==> config.mk <==
export PLATFORM = sky130hd
export DESIGN_NAME = smic_host_ctrl
export DESIGN_NICKNAME = d
export VERILOG_FILES = /design/src/rtl/smic_pkg.sv /design/src/rtl/smic_ram.sv /design/src/rtl/smic_timer.sv /design/src/rtl/smic_host_ctrl.sv
export SDC_FILE = /design/constraint.sdc
export NUM_CORES = 1
export LEC_CHECK = 0
export BUFFER_PORTS_ARGS = -buffer_cell sky130_fd_sc_hd__buf_2
export CELL_PAD_IN_SITES_DETAIL_PLACEMENT = 1
export CELL_PAD_IN_SITES_GLOBAL_PLACEMENT = 2
export CORE_ASPECT_RATIO = 2
export CORE_MARGIN = 2
export CORE_UTILIZATION = 50
export DETAILED_ROUTE_END_ITERATION = 8
export GPL_TIMING_DRIVEN = 0
export PLACE_DENSITY = 0.86
export SLEW_MARGIN = 10
export SYNTH_ARGS = -nofsm -noshare
export SYNTH_HDL_FRONTEND = slang
export SYNTH_SLANG_ARGS = --single-unit
==> constraint.sdc <==
create_clock -name clk -period 3.9 [get_ports clk]
set_input_delay 0.195 -clock clk [delete_from_list [all_inputs] [get_ports clk]]
set_output_delay 0.195 -clock clk [all_outputs]
set_load 0.03 [all_outputs]
==> src/rtl/smic_pkg.sv <==
package smic_pkg;
  typedef enum logic [3:0] {
    PH_IDLE, PH_START, PH_OPOK, PH_WSTART, PH_WNEXT, PH_WEND,
    PH_W2R, PH_RSTART, PH_RNEXT, PH_REND
  } phase_t;

  typedef enum logic [3:0] {
    ST_FLG_RD, ST_FLG_WT, ST_STS_RD, ST_STS_WT, ST_DAT_RD, ST_DAT_WT,
    ST_CTL_WR, ST_BYTE_WR, ST_FLG_WR
  } step_t;

  localparam logic [1:0] RA_DATA  = 2'd0;
  localparam logic [1:0] RA_CS    = 2'd1;
  localparam logic [1:0] RA_FLAGS = 2'd2;

  localparam int FB_BUSY = 0;
  localparam int FB_MSG  = 2;
  localparam int FB_EVT  = 3;
  localparam int FB_SMI  = 4;
  localparam int FB_TXR  = 6;
  localparam int FB_RXR  = 7;

  localparam logic [7:0] CC_STATUS = 8'h40;
  localparam logic [7:0] CC_WSTART = 8'h41;
  localparam logic [7:0] CC_WNEXT  = 8'h42;
  localparam logic [7:0] CC_WEND   = 8'h43;
  localparam logic [7:0] CC_RSTART = 8'h44;
  localparam logic [7:0] CC_RNEXT  = 8'h45;
  localparam logic [7:0] CC_REND   = 8'h46;
  localparam logic [7:0] SC_BIT    = 8'h80;
endpackage

==> src/rtl/smic_ram.sv <==
module smic_ram #(
  parameter int DEPTH = 80,
  parameter int AW    = $clog2(DEPTH)
) (
  input  logic          clk,
  input  logic          we,
  input  logic [AW-1:0] waddr,
  input  logic [7:0]    wdata,
  input  logic [AW-1:0] raddr,
  output logic [7:0]    rdata
);
  logic [7:0] mem [DEPTH];

  always_ff @(posedge clk) begin
    if (we) mem[waddr] <= wdata;
    rdata <= mem[raddr];
  end
endmodule

==> src/rtl/smic_timer.sv <==
module smic_timer #(
  parameter int unsigned CYCLES = 1000
) (
  input  logic clk,
  input  logic rst,
  input  logic reload,
  input  logic run,
  output logic expired
);
  localparam int W = $clog2(CYCLES + 1);
  logic [W-1:0] cnt;

  always_ff @(posedge clk) begin
    if (rst || reload)      cnt <= W'(CYCLES);
    else if (run && cnt != '0) cnt <= cnt - 1'b1;
  end

  assign expired = (cnt == '0);

  // the window never exceeds its programmed length
  a_r9_cnt_bound: assert property (@(posedge clk) disable iff (rst) cnt <= W'(CYCLES));
endmodule

==> src/rtl/smic_host_ctrl.sv <==
module smic_host_ctrl
  import smic_pkg::*;
#(
  parameter int MAX_REQ     = 80,
  parameter int MAX_RSP     = 80,
  parameter int CLK_FREQ_HZ = 125_000_000,
  parameter int TIMEOUT_US  = 100_000,
  parameter int MAX_RETRIES = 3,
  localparam int REQ_AW = $clog2(MAX_REQ),
  localparam int LEN_W  = $clog2(MAX_REQ + 1),
  localparam int RSP_AW = $clog2(MAX_RSP),
  localparam int RSP_LW = $clog2(MAX_RSP + 1)
) (
  input  logic              clk,
  input  logic              rst,
  input  logic              req_we,
  input  logic [REQ_AW-1:0] req_waddr,
  input  logic [7:0]        req_wdata,
  input  logic              start,
  input  logic [LEN_W-1:0]  start_len,
  output logic              start_ack,
  output logic              start_err,
  output logic              bus_rd,
  output logic              bus_wr,
  output logic [1:0]        bus_addr,
  output logic [7:0]        bus_wdata,
  input  logic [7:0]        bus_rdata,
  output logic              done,
  output logic              hosed,
  output logic              attn,
  output logic [RSP_LW-1:0] rsp_len,
  output logic              truncated,
  input  logic [RSP_AW-1:0] rsp_raddr,
  output logic [7:0]        rsp_rdata
);
  localparam int unsigned TMO_CYC = (CLK_FREQ_HZ / 1_000_000) * TIMEOUT_US;
  localparam int RET_W = $clog2(MAX_RETRIES + 1);

  phase_t            phase, nxt_phase;
  step_t             step;
  logic [7:0]        flags_q, ctl_q, req_byte;
  logic              byte_due, dat_store;
  logic [LEN_W-1:0]  wr_pos, wr_left, len_q;
  logic [RSP_LW-1:0] rd_pos;
  logic [RET_W-1:0]  retry_q;
  logic              tmo_exp, tmo_reload;
  logic              status_ok, fail, last_fail, start_ok, rsp_we;

  smic_ram #(.DEPTH(MAX_REQ), .AW(REQ_AW)) u_req_buf (
    .clk(clk), .we(req_we), .waddr(req_waddr), .wdata(req_wdata),
    .raddr(wr_pos[REQ_AW-1:0]), .rdata(req_byte)
  );

  assign rsp_we = (step == ST_DAT_WT) && dat_store && (rd_pos != RSP_LW'(MAX_RSP));

  smic_ram #(.DEPTH(MAX_RSP), .AW(RSP_AW)) u_rsp_buf (
    .clk(clk), .we(rsp_we), .waddr(rd_pos[RSP_AW-1:0]), .wdata(bus_rdata),
    .raddr(rsp_raddr), .rdata(rsp_rdata)
  );

  smic_timer #(.CYCLES(TMO_CYC)) u_timer (
    .clk(clk), .rst(rst), .reload(tmo_reload), .run(phase != PH_IDLE),
    .expired(tmo_exp)
  );

  // status each phase expects to see echoed back
  always_comb begin
    case (phase)
      PH_OPOK:   status_ok = (bus_rdata == (SC_BIT | CC_STATUS));
      PH_WSTART: status_ok = (bus_rdata == (SC_BIT | CC_WSTART));
      PH_WNEXT:  status_ok = (bus_rdata == (SC_BIT | CC_WNEXT));
      PH_WEND:   status_ok = (bus_rdata == (SC_BIT | CC_WEND));
      PH_RSTART: status_ok = (bus_rdata == (SC_BIT | CC_RSTART));
      PH_RNEXT:  status_ok = (bus_rdata == (SC_BIT | CC_RNEXT)) ||
                             (bus_rdata == (SC_BIT | CC_REND));
      PH_REND:   status_ok = (bus_rdata == (SC_BIT | CC_STATUS));
      default:   status_ok = 1'b1;
    endcase
  end

  assign fail = ((step == ST_FLG_RD) && (phase != PH_IDLE) && tmo_exp) ||
                ((step == ST_STS_WT) && !status_ok) ||
                ((step == ST_DAT_WT) && !dat_store && (bus_rdata != 8'h00));
  assign last_fail = fail && (retry_q == RET_W'(MAX_RETRIES));
  assign start_ok  = start && (phase == PH_IDLE) &&
                     (start_len >= LEN_W'(2)) && (start_len <= LEN_W'(MAX_REQ));
  assign tmo_reload = start_ok || (fail && !last_fail) || (step == ST_FLG_WR) ||
                      ((step == ST_DAT_WT) && !dat_store && !fail && (phase == PH_WEND));

  // register port decode
  always_comb begin
    bus_rd    = (step == ST_FLG_RD) || (step == ST_STS_RD) || (step == ST_DAT_RD);
    bus_wr    = (step == ST_CTL_WR) || (step == ST_BYTE_WR) || (step == ST_FLG_WR);
    bus_addr  = RA_DATA;
    bus_wdata = 8'h00;
    case (step)
      ST_FLG_RD:  bus_addr = RA_FLAGS;
      ST_STS_RD:  bus_addr = RA_CS;
      ST_CTL_WR:  begin bus_addr = RA_CS;    bus_wdata = ctl_q; end
      ST_BYTE_WR: begin bus_addr = RA_DATA;  bus_wdata = req_byte; end
      ST_FLG_WR:  begin bus_addr = RA_FLAGS; bus_wdata = flags_q | 8'h01; end
      default: ;
    endcase
  end

  assign rsp_len = rd_pos;

  always_ff @(posedge clk) begin
    if (rst) begin
      phase <= PH_IDLE;  nxt_phase <= PH_IDLE;  step <= ST_FLG_RD;
      flags_q <= '0;  ctl_q <= '0;  byte_due <= 1'b0;  dat_store <= 1'b0;
      wr_pos <= '0;  wr_left <= '0;  len_q <= '0;  rd_pos <= '0;  retry_q <= '0;
      done <= 1'b0;  hosed <= 1'b0;  attn <= 1'b0;  truncated <= 1'b0;
      start_ack <= 1'b0;  start_err <= 1'b0;
    end else begin
      done <= 1'b0;  hosed <= 1'b0;
      start_ack <= start && start_ok;
      start_err <= start && !start_ok;
      if (start_ok) begin
        phase <= PH_START;  step <= ST_FLG_RD;  attn <= 1'b0;
        wr_pos <= '0;  wr_left <= start_len;  len_q <= start_len;
        rd_pos <= '0;  truncated <= 1'b0;  retry_q <= '0;
      end else if (fail) begin
        step <= ST_FLG_RD;
        if (last_fail) begin
          phase <= PH_IDLE;  hosed <= 1'b1;  retry_q <= '0;
        end else begin
          phase <= PH_START;  retry_q <= retry_q + 1'b1;
          wr_pos <= '0;  wr_left <= len_q;  rd_pos <= '0;  truncated <= 1'b0;
        end
      end else begin
        case (step)
          ST_FLG_RD: step <= ST_FLG_WT;
          ST_FLG_WT: begin
            flags_q <= bus_rdata;
            if (phase == PH_IDLE) begin
              attn <= bus_rdata[FB_SMI] | bus_rdata[FB_EVT] | bus_rdata[FB_MSG];
              step <= ST_FLG_RD;
            end else if (bus_rdata[FB_BUSY]) step <= ST_FLG_RD;
            else step <= ST_STS_RD;
          end
          ST_STS_RD: step <= ST_STS_WT;
          ST_STS_WT: begin
            byte_due <= 1'b0;  dat_store <= 1'b0;  step <= ST_FLG_RD;
            case (phase)
              PH_START: begin ctl_q <= CC_STATUS; nxt_phase <= PH_OPOK; step <= ST_CTL_WR; end
              PH_OPOK: begin
                ctl_q <= CC_WSTART; nxt_phase <= PH_WSTART; byte_due <= 1'b1; step <= ST_CTL_WR;
              end
              PH_WSTART, PH_WNEXT: if (flags_q[FB_TXR]) begin
                byte_due <= 1'b1;  step <= ST_CTL_WR;
                if (wr_left == LEN_W'(1)) begin ctl_q <= CC_WEND;  nxt_phase <= PH_WEND;  end
                else                      begin ctl_q <= CC_WNEXT; nxt_phase <= PH_WNEXT; end
              end
              PH_WEND, PH_REND: step <= ST_DAT_RD;
              PH_W2R: if (flags_q[FB_RXR]) begin
                ctl_q <= CC_RSTART; nxt_phase <= PH_RSTART; step <= ST_CTL_WR;
              end
              PH_RSTART: if (flags_q[FB_RXR]) begin
                ctl_q <= CC_RNEXT; nxt_phase <= PH_RNEXT; dat_store <= 1'b1; step <= ST_DAT_RD;
              end
              PH_RNEXT: if (bus_rdata == (SC_BIT | CC_REND)) begin
                ctl_q <= CC_REND; nxt_phase <= PH_REND; dat_store <= 1'b1; step <= ST_DAT_RD;
              end else if (flags_q[FB_RXR]) begin
                ctl_q <= CC_RNEXT; nxt_phase <= PH_RNEXT; dat_store <= 1'b1; step <= ST_DAT_RD;
              end
              default: ;
            endcase
          end
          ST_DAT_RD: step <= ST_DAT_WT;
          ST_DAT_WT: begin
            if (dat_store) begin
              if (rd_pos == RSP_LW'(MAX_RSP)) truncated <= 1'b1;
              else rd_pos <= rd_pos + 1'b1;
              step <= ST_CTL_WR;
            end else if (phase == PH_WEND) begin
              phase <= PH_W2R;  step <= ST_FLG_RD;
            end else begin
              phase <= PH_IDLE;  done <= 1'b1;  step <= ST_FLG_RD;
            end
          end
          ST_CTL_WR:  step <= byte_due ? ST_BYTE_WR : ST_FLG_WR;
          ST_BYTE_WR: begin
            wr_pos <= wr_pos + 1'b1;  wr_left <= wr_left - 1'b1;  step <= ST_FLG_WR;
          end
          ST_FLG_WR:  begin phase <= nxt_phase; step <= ST_FLG_RD; end
          default:    step <= ST_FLG_RD;
        endcase
      end
    end
  end

  // every flags write-back raises busy
  a_r4_busy_wb: assert property (@(posedge clk) disable iff (rst)
    (bus_wr && bus_addr == RA_FLAGS) |-> bus_wdata[FB_BUSY]);
  // only the defined control codes reach the control register
  a_r5_ctl_range: assert property (@(posedge clk) disable iff (rst)
    (bus_wr && bus_addr == RA_CS) |-> (bus_wdata >= CC_STATUS && bus_wdata <= CC_REND));
  // a start is never both accepted and rejected
  a_r2_ack_xor: assert property (@(posedge clk) disable iff (rst) !(start_ack && start_err));
  // start during a transaction is rejected next cycle
  a_r3_busy_reject: assert property (@(posedge clk) disable iff (rst)
    (start && phase != PH_IDLE) |=> start_err);
  // attention only while idle
  a_r11_attn_idle: assert property (@(posedge clk) disable iff (rst) attn |-> (phase == PH_IDLE));
  // stored length capped at buffer size
  a_r10_len_cap: assert property (@(posedge clk) disable iff (rst) rsp_len <= RSP_LW'(MAX_RSP));
  // completion and hosed are exclusive
  a_r7_done_excl: assert property (@(posedge clk) disable iff (rst) done |-> !hosed);
endmodule

==> insert_results.sql <==
INSERT INTO impl_metrics (metric_group, metric, value, unit) VALUES
('run_status', 'status', 'finished with violations', ''),
('run_status', 'failed_checks', 'setup timing', ''),
('global_routing', 'initial_antenna_violation_count', '6', ''),
('routing', 'detailed_router_s_first_iteration_violation_count', '2260', ''),
('clocking', 'cts_num_sinks', '1385', ''),
('finish', 'area_delta_synth_final', '12.7', '%'),
('pwr', 'total_switching_power', '6.29', 'mW'),
('worst_setup_path', 'timing.critical_path.slowest_cell_delay', '0.64', 'ns'),
('worst_setup_path', 'rr_endpoint', 'u_rsp_buf.mem[22][3]', ''),
('min_path', 'timing.hold.worst.class', 'input pin to flop', ''),
('floorplan', 'io_pins', '74', ''),
('worst_setup_path', 'worst-r2r-setup-slack', '-0.05', 'ns'),
('timing', 'worst_pin_slew', '1.13', 'ns'),
('synth', 'synth_edf_count', '1280', ''),
('worst_setup_path', 'path_depth', '8', ''),
('synth', 'post_synth_num_cell_types', '70', ''),
('clocking', 'cts_tree', 'built', ''),
('pwr', 'p_per_area', '484', 'nW/um^2'),
('timing', 'report.final.slew_viol_count', '0', ''),
('place', 'placement.cell_area', '56800', 'sq um'),
('clocking', 'clkTransAtPathRegs', '0.07', 'ns'),
('floorplan', 'area_enclosed_by_the_die_boundary', '112000', 'sq um'),
('worst_setup_path', 'critPathMaxFanout', '10', ''),
('floorplan', 'coreArea', '108000', 'sq um'),
('clocking', 'max-clock-path-buffers', '3', ''),
('worst_setup_path', 'timing.reg2reg.worst_path_depth', '8', ''),
('clocking', 'cts-buffers-inserted', '116', ''),
('finish', 'fraction_of_layout_instances_using_a_drive_strength_above_1', '27.8', '%'),
('worst_setup_path', 'endpoint', 'u_rsp_buf.mem[22][3]', ''),
('clocking', 'cts_max_level', '3', ''),
('routing', 'detail_route.first_pass.iterations', '5', ''),
('timing', 'final_min_period_over_clock_period', '101', '%'),
('global_routing', 'gr-total-overflow', '0', ''),
('synth', 'synthDominantAreaCellType', 'sky130_fd_sc_hd__edfxtp_1', ''),
('routing', 'viasPerCell', '6.22', ''),
('worst_setup_path', 'critical_path.startpoint_type', 'flop', ''),
('worst_setup_path', 'worstSetupEndpointType', 'flop', ''),
('synth', 'syn_nets', '2698', ''),
('worst_setup_path', 'worst_path_bufs_invs', '2', ''),
('pwr', 'p_comb_share', '4.0', '%'),
('timing', 'rsz0062_at_grt', 'true', ''),
('finish', 'postLayoutCellArea', '61300', 'sq um'),
('global_routing', 'grt_use_total', '26.8', '%'),
('pwr', 'seq_power_share', '54.9', '%'),
('timing', 'worst_setup_slack_final', '-0.0483', 'ns'),
('routing', 'detailroute.via_count', '27100', ''),
('job', 'timing.max_cap.violations', '0', ''),
('timing', 'slew-limit-headroom', '24.5', '%'),
('global_routing', 'first_pass_grt_wire_length', '212', 'mm'),
('routing', 'drt_drc', '0', ''),
('worst_setup_path', 'critical_path.startpoint', 'step[0]', ''),
('worst_setup_path', 'cp_top_family', 'simple AND/OR/NAND/NOR gates', ''),
('place', 'finalWeightedCongestion', '0.903', ''),
('worst_setup_path', 'worst_path_max_delay_cell', 'sky130_fd_sc_hd__nor2_2', ''),
('clocking', 'clk-insertion-delay-late', '0.76', 'ns'),
('worst_setup_path', 'arrival', '4.32', 'ns'),
('worst_setup_path', 'crit_path_cell_trace', 'clkbuf_1 -> nor4bb_1 -> nand2_1 -> or2_2 -> clkbuf_1 -> nor2_1 -> nand3_2 -> nor2_2', ''),
('worst_setup_path', 'most_common_cell_on_crit_path', 'sky130_fd_sc_hd__clkbuf_1', ''),
('synth', 'synth.cell_area', '54400', 'sq um'),
('floorplan', 'row_count', '171', ''),
('synth', 'synth-main-ff-cell', 'sky130_fd_sc_hd__edfxtp_1', ''),
('synth', 'synth_top_cells_by_area', 'sky130_fd_sc_hd__edfxtp_1 (71%), sky130_fd_sc_hd__mux4_2 (17%), sky130_fd_sc_hd__dfxtp_1 (3.9%), sky130_fd_sc_hd__nor2_1 (1.7%), sky130_fd_sc_hd__nand2_1 (0.64%)', ''),
('timing', 'timing.final.setup_violations', '64', ''),
('worst_setup_path', 'crit_required', '4.27', 'ns'),
('worst_setup_path', 'startpoint_of_the_lowest_slack_register_to_register_path', 'step[0]', ''),
('routing', 'drtAntennaViolNets', '0', ''),
('finish', 'nNetsFinal', '2912', ''),
('pwr', 'netSwitchingFraction', '21.2', '%'),
('synth', 'yosys.cell_count.top_type', 'sky130_fd_sc_hd__edfxtp_1', ''),
('synth', 'synthArstFlopShare', '0', '%'),
('timing', 'fin_worst_skew', '0.0274', 'ns');
[metal layers]
metal	part of all wire [%]	routed length (um)	track usage, %
met1	31	45100	26.1
met2	57	83900	52.0
met3	4.3	6270	3.55
met4	7.5	10900	17.3
met5	0.027	39	0
[what timing repair did]
action,CTS,global route
pin swaps,1,0
buffers inserted,3,0
gates resized for setup,40,47
endpoints found under the hold margin,168,0
setup endpoints to repair,530,479
cloned,0,0
hold buffers,22,0
[placed cells by master (no fill, tap or decap), drive strengths merged, types with 16 or more instances in the layout]
master / n
edfxtp: 1280
mux4: 416
inv: 27
nand2: 94
dlygate4sd3: 22
a21oi: 45
mux2i: 22
clkinv: 46
nor3: 21
nand3: 33
clkbuf: 208
dfxtp: 105
o21ai: 38
mux2: 16
bufinv: 16
buf: 134
nor2: 250
[kinds of logic (layout without fill, tap and decap cells)]
group / Yosys count / count (layout) / share of synthesized area [%]
AO/OA/AOI/OAI: 126 / 126 / 1.42
XOR/XNOR: 28 / 28 / 0.451
adder cells (fa/ha/maj): 7 / 7 / 0.161
buffers and inverters: 151 / 468 / 1.25
flip-flops: 1385 / 1385 / 74.5
multiplexers: 454 / 454 / 18.0
other: 0 / 2 / 0
AND/OR/NAND/NOR: 499 / 499 / 4.25
[through the flow]
step / setup slack (ns) / TNS, ns / total power, mW / instances
floorplan: 0.994 / 0 / 17.2 / 2650
global placement: -0.527 / -75.74 / 17.7 / 4097
detailed placement: -0.485 / -118.77 / 17.8 / 4107
CTS: -0.344 / -43.06 / 29.8 / 4351
global route: -0.214 / -35.71 / 30.3 / 4352
finish: -0.0483 / -1.39 / 29.7 / 4353
[worst min path at each step]
stage                       startpoint                   end  slack (ns)  depth (start not counted)
after floorplan                    rst             start_ack        0.29                          1
after global placement        ctl_q[3]              ctl_q[3]        0.45                          1
after detailed placement  bus_rdata[0]  u_rsp_buf.mem[60][0]        0.43                          1
after CTS                 req_wdata[7]  u_req_buf.mem[10][7]        0.08                          1
after global routing      req_wdata[0]  u_req_buf.mem[28][0]        0.12                          1
final                     req_wdata[0]  u_req_buf.mem[28][0]        0.07                          1
[final cells by class]
type,count,area [sq um],area share (%)
clock inverter,88,937,1.53
timing repair buffer,98,873,1.42
tap,1384,1730,2.83
clock buffer,133,3050,4.98
buffer,133,611,0.996
multi-input combinational,1114,13500,22.0
inverter,16,60.1,0.0980
sequential,1385,40500,66.1
antenna,2,5.00,0.00817
[power by group through the flow]
stage	clock network [mW]	registers [mW]	logic, mW
3_3_place_gp	0	16.6	1.06
5_1_grt	12.8	16.3	1.24
4_1_cts	12.4	16.3	1.18
2_1_floorplan	0	16.6	0.532
3_5_place_dp	0	16.6	1.16
6_report	12.2	16.3	1.18
[registers in the layout, indices dropped and copies added (netlist names), 7 cells and up]
name	count
u_rsp_buf.rdata	8
ctl_q	8
wr_left	7
u_req_buf.rdata	8
rsp_len	7
flags_q	7
wr_pos	7
u_req_buf.mem	640
len_q	7
u_rsp_buf.mem	640
u_timer.cnt	24
Note: power is estimated with default switching activity, not from simulation.
